$ cat config.mk
export PLATFORM = sky130hd
export DESIGN_NAME = sra_carry_unit
export DESIGN_NICKNAME = d
export VERILOG_FILES = /design/src/rtl/sra_pkg.sv /design/src/rtl/sra_amount_sel.sv /design/src/rtl/sra_shift_core.sv /design/src/rtl/sra_cond_gen.sv /design/src/rtl/sra_carry_unit.sv
export SDC_FILE = /design/constraint.sdc
export NUM_CORES = 1
export LEC_CHECK = 0
export ABC_AREA = 1
export ABC_CLOCK_PERIOD_IN_PS = 4100
export BUFFER_PORTS_ARGS = -buffer_cell sky130_fd_sc_hd__buf_2
export CORE_AREA = 2 2 169 171
export CTS_BUF_LIST = sky130_fd_sc_hd__clkbuf_8
export CTS_CLUSTER_DIAMETER = 80
export DETAILED_ROUTE_END_ITERATION = 10
export DIE_AREA = 0 0 171 173
export RECOVER_POWER = 50
export SYNTH_ARGS = -nofsm -noshare
export SYNTH_HDL_FRONTEND = slang
export SYNTH_SLANG_ARGS = --single-unit
$ cat constraint.sdc
create_clock -name clk -period 4.1 [get_ports clk]
set_clock_uncertainty 0.15 [all_clocks]
set_input_delay 0 -clock clk [delete_from_list [all_inputs] [get_ports clk]]
set_output_delay 0 -clock clk [all_outputs]
set_load 0.01 [all_outputs]
$ cat src/rtl/sra_pkg.sv
package sra_pkg;

    typedef enum logic {
        ST_IDLE = 1'b0,
        ST_DONE = 1'b1
    } sra_state_e;

    typedef struct packed {
        logic lt;
        logic gt;
        logic eq;
        logic so;
    } cr_field_t;

endpackage

$ cat src/rtl/sra_amount_sel.sv
module sra_amount_sel #(
    parameter int XLEN = 64,
    localparam int AW  = $clog2(XLEN)
) (
    input  logic [AW:0]   sh_reg,
    input  logic [AW-1:0] sh_imm,
    input  logic          use_imm,
    input  logic          dword,
    output logic [AW-1:0] amt,
    output logic          oor
);

    always_comb begin
        unique case ({use_imm, dword})
            2'b00: begin
                amt = {1'b0, sh_reg[AW-2:0]};
                oor = sh_reg[AW-1];
            end
            2'b01: begin
                amt = sh_reg[AW-1:0];
                oor = sh_reg[AW];
            end
            2'b10: begin
                amt = {1'b0, sh_imm[AW-2:0]};
                oor = 1'b0;
            end
            default: begin
                amt = sh_imm;
                oor = 1'b0;
            end
        endcase
    end

endmodule

$ cat src/rtl/sra_shift_core.sv
module sra_shift_core #(
    parameter int XLEN = 64,
    localparam int AW   = $clog2(XLEN),
    localparam int HALF = XLEN / 2
) (
    input  logic [XLEN-1:0] src,
    input  logic            dword,
    input  logic [AW-1:0]   amt,
    input  logic            oor,
    output logic [XLEN-1:0] res,
    output logic            carry
);

    logic [XLEN-1:0] op;
    logic [XLEN-1:0] lost_bits;
    logic            sign;

    assign op   = dword ? src : {{HALF{src[HALF-1]}}, src[HALF-1:0]};
    assign sign = op[XLEN-1];

    for (genvar i = 0; i < XLEN; i++) begin : g_lost
        localparam logic [AW-1:0] IDX = AW'(i);
        assign lost_bits[i] = (IDX < amt) & op[i];
    end

    always_comb begin
        if (oor) begin
            res   = {XLEN{sign}};
            carry = sign;
        end else begin
            res   = $unsigned($signed(op) >>> amt);
            carry = sign & (|lost_bits);
        end
    end

endmodule

$ cat src/rtl/sra_cond_gen.sv
module sra_cond_gen
    import sra_pkg::*;
#(
    parameter int XLEN = 64
) (
    input  logic [XLEN-1:0] res,
    input  logic            so_in,
    output cr_field_t       field
);

    always_comb begin
        field.lt = res[XLEN-1];
        field.eq = (res == '0);
        field.gt = ~res[XLEN-1] & (res != '0);
        field.so = so_in;
    end

endmodule

$ cat src/rtl/sra_carry_unit.sv
module sra_carry_unit
    import sra_pkg::*;
#(
    parameter int XLEN = 64,
    localparam int AW  = $clog2(XLEN)
) (
    input  logic            clk,
    input  logic            rst_n,
    input  logic            in_valid,
    input  logic [XLEN-1:0] src,
    input  logic [AW:0]     sh_reg,
    input  logic [AW-1:0]   sh_imm,
    input  logic            use_imm,
    input  logic            dword,
    input  logic            rec,
    input  logic            v3_mode,
    input  logic            so_in,
    output logic            out_valid,
    output logic [XLEN-1:0] result,
    output logic            carry,
    output logic            carry32,
    output logic            carry32_we,
    output logic [3:0]      cr_field,
    output logic            cr_we
);

    sra_state_e      state_q, state_d;
    logic [AW-1:0]   amt;
    logic            oor;
    logic [XLEN-1:0] shift_res;
    logic            shift_carry;
    cr_field_t       cr_next;

    sra_amount_sel #(.XLEN(XLEN)) u_amount (
        .sh_reg  (sh_reg),
        .sh_imm  (sh_imm),
        .use_imm (use_imm),
        .dword   (dword),
        .amt     (amt),
        .oor     (oor)
    );

    sra_shift_core #(.XLEN(XLEN)) u_core (
        .src   (src),
        .dword (dword),
        .amt   (amt),
        .oor   (oor),
        .res   (shift_res),
        .carry (shift_carry)
    );

    sra_cond_gen #(.XLEN(XLEN)) u_cond (
        .res   (shift_res),
        .so_in (so_in),
        .field (cr_next)
    );

    // Next-state logic
    always_comb begin
        unique case (state_q)
            ST_IDLE: state_d = in_valid ? ST_DONE : ST_IDLE;
            ST_DONE: state_d = in_valid ? ST_DONE : ST_IDLE;
            default: state_d = ST_IDLE;
        endcase
    end

    // State register
    always_ff @(posedge clk) begin
        if (!rst_n) state_q <= ST_IDLE;
        else        state_q <= state_d;
    end

    assign out_valid = (state_q == ST_DONE);

    // Output registers
    always_ff @(posedge clk) begin
        if (!rst_n) begin
            result     <= '0;
            carry      <= 1'b0;
            carry32    <= 1'b0;
            carry32_we <= 1'b0;
            cr_field   <= '0;
            cr_we      <= 1'b0;
        end else if (in_valid) begin
            result     <= shift_res;
            carry      <= shift_carry;
            carry32_we <= v3_mode;
            cr_we      <= rec;
            if (v3_mode) carry32  <= shift_carry;
            if (rec)     cr_field <= cr_next;
        end else begin
            carry32_we <= 1'b0;
            cr_we      <= 1'b0;
        end
    end

    // Checks
    assert_valid_follows_input_R10: assert property (@(posedge clk) disable iff (!rst_n)
        out_valid |-> $past(in_valid))
        else $error("out_valid without prior input");

    assert_carry_needs_negative_R3: assert property (@(posedge clk) disable iff (!rst_n)
        carry |-> result[XLEN-1])
        else $error("carry set on non-negative result");

    assert_carry32_tracks_R7: assert property (@(posedge clk) disable iff (!rst_n)
        (out_valid && carry32_we) |-> (carry32 == carry))
        else $error("carry32 differs from carry");

    assert_carry32_holds_R8: assert property (@(posedge clk) disable iff (!rst_n)
        !carry32_we |=> (!carry32_we |-> $stable(carry32)))
        else $error("carry32 moved without write");

    assert_cr_onehot_R9: assert property (@(posedge clk) disable iff (!rst_n)
        (out_valid && cr_we) |-> ($countones(cr_field[3:1]) == 1))
        else $error("condition field not one-hot");

endmodule

==> impl_metrics.toml <==
[finish]
final_area_mm2 = 0.00937
fin_util_pct = 33.9
area_growth_pct = 14.6
diodes = 0
layout.cells.non_filler = 2041
n_fill_cell = 3289
drive_above_1_share_pct = 9.26
nNetsFinal = 1743

[detailed_routing]
wl_per_cell_um = 19.2
totalWireLength_um = 39200
first_iter_violations = 1688
first_pass_iters = 7
vias = 11500
drc = 0
viasPerCell = 5.61
antenna_left = 0

[sta]
rsz0062_at_grt = "no"
hold_viol = 0
tns_ns = 0
worst_pin_slew_ns = 1.57
setup_slack_ns = 0.723
finalCriticalPeriod_ns = 3.38
fmax_mhz = 296
post-route-period-util_pct = 82.4
max_slew_margin_pct = -4.46
finalMaxSlewViolations = 43
setup_violations = 0
whs_ns = 0.0504

[global_routing]
antenna_found_initial = 0
grt_pass1_vias = 10800
overflow = 0
grt_max_degree = 72
grt_usage_pct = 26.0
grt_pass1_wl_um = 60500

[floorplan]
die_w_um = 171
die-area_mm2 = 0.0296
coreArea_mm2 = 0.0276
row_count = 61
io_pins = 158
die_h_um = 173
initial_core_util_pct = 29.6

[hold_path]
min_path_cells = 3
hold_class = "in -> reg"
holdCritStartpoint = "in_valid"

[logic_synthesis]
syn-num-nets = 1655
synth.distinct_cells = 35
ys_ff_latch = 73
syn_avg_cell_area_um2 = 5.21
netlist_instances = 1570
synthesis.area_mm2 = 0.00818
yosys_warnings = 0
synth_seq_area_share_pct = 17.9

[clock_tree]
cts_buffer_depth = 2
htreeDepth = 3
cts_tree = "yes"
clkTransAtPathRegs_ns = 0.09
post-cts-setup-buffers = 0
clk_latency_ns = 0.35
root_buffer = "clkbuf_8"
cts_sinks = 73
cts_buffers = 9

[place]
port_buffers = 157
dp_hpwl_um = 30500
dp_cells = 2020
pre_cts_slack_ns = 0.659
placed_area_mm2 = 0.00917
gp_congestion = 1.11

[flow_run]
cap_violations = 1

[status]
violations = "max-capacitance violations, max-slew violations"
status = "finished with violations"

[pwr]
total_power_mw = 3.03
ir_worst_vdd_mv = 0.175
p_leak_nw = 4.67
p_per_area_mw_per_mm2 = 324

[critical_path]
path_class = "in -> reg"
crit_start = "in_valid"
cp.required_ns = 4.19
r2r-start = "cr_field[0]"
worstPathMaxFanout = 42
critPathLaunchType = "primary input"
rr_worst_depth = 3
arrival_ns = 3.46
end_kind = "register"
[power breakdown]
part	internal, mW	switching, mW
registers	0.772	0.0360
clock network	0.418	0.274
logic	0.435	1.10
total	1.63	1.41
[registers in the layout (all words and copies together) (netlist names)]
name / cells
carry: 1
carry32_we: 1
out_valid: 1
cr_field: 4
cr_we: 1
result: 64
carry32: 1
[cells by family (layout without fill, tap and decap cells)]
logic type / Yosys count / count (layout) / share of synthesized area [%]
AO/OA/AOI/OAI: 229 / 229 / 15.6
AND/OR/NAND/NOR: 1076 / 1076 / 56.4
buffers and inverters: 192 / 285 / 10.1
flip-flops: 73 / 73 / 17.9
[placed cells by master, fill, tap and decap left out, types with 10 or more instances in the layout]
cell type,instances
nand2_1,605
nand3_1,410
buf_2,85
o21ai_0,82
dfxtp_1,73
clkbuf_1,73
inv_1,72
a21oi_1,70
o21ai_1,39
nor2_1,38
buf_4,21
inv_2,10
o31ai_1,10
clkbuf_8,10
[routing by layer]
| metal | track usage [%] | vias up | wire [µm] |
|---|---|---|---|
| met5 | 1.34 | - | 50 |
| met4 | 8.76 | 2 | 1470 |
| met3 | 4.37 | 109 | 3250 |
| met2 | 42.4 | 574 | 18100 |
| met1 | 34.5 | 5348 | 16400 |
| li1 | - | 5420 | - |
[Yosys cell counts, drive strengths merged]
cell type | n | area (µm²)
dfxtp | 73 | 1460
o21ai | 125 | 648
o221a | 3 | 33.8
buf | 59 | 328
inv | 81 | 304
nand2 | 613 | 2330
a21oi | 70 | 350
clkinv | 1 | 3.75
a221oi | 4 | 35.0
nor2 | 43 | 171
nand3 | 410 | 2050
o211ai | 4 | 30.0
a211oi | 2 | 15.0
nor3 | 2 | 10.0
o2111ai | 2 | 17.5
a21boi | 3 | 22.5
or2 | 1 | 6.26
o31ai | 10 | 75.1
clkbuf | 51 | 191
nand4 | 7 | 43.8
a32oi | 1 | 8.76
a41oi | 1 | 8.76
o22ai | 2 | 12.5
o32ai | 2 | 17.5
[layout make-up]
cell class / count / area (µm²) / area share, %
multi-input cells: 1305 / 5910 / 63.1
flip-flops and latches: 73 / 1460 / 15.6
repair buffers: 187 / 967 / 10.3
well taps: 378 / 473 / 5.05
inverters: 82 / 308 / 3.29
clock buffers: 10 / 138 / 1.47
clock inverters: 6 / 106 / 1.14
[worst max-delay path, cell delays in order]
cell	delay (ns)
buf_2	0.37
clkbuf_1	1.18
nand2_1	0.38
o21ai_0	0.32
dlygate4sd3_1	0.61
nor2_1	0.05
dlygate4sd3_1	0.54
[worst paths after layout]
kind | to | slack (ns)
max | cr_field[0] | 0.72
min | result[38] | 0.05
max reg2reg | cr_field[0] | 2.83
min reg2reg | result[63] | 0.34
[what timing repair did]
action	in CTS	in global routing
gates resized for setup	0	0
hold endpoints to repair	7	0
hold buffers	5	0
endpoints found under the setup margin	0	0
(Power assumes the default switching activity.)
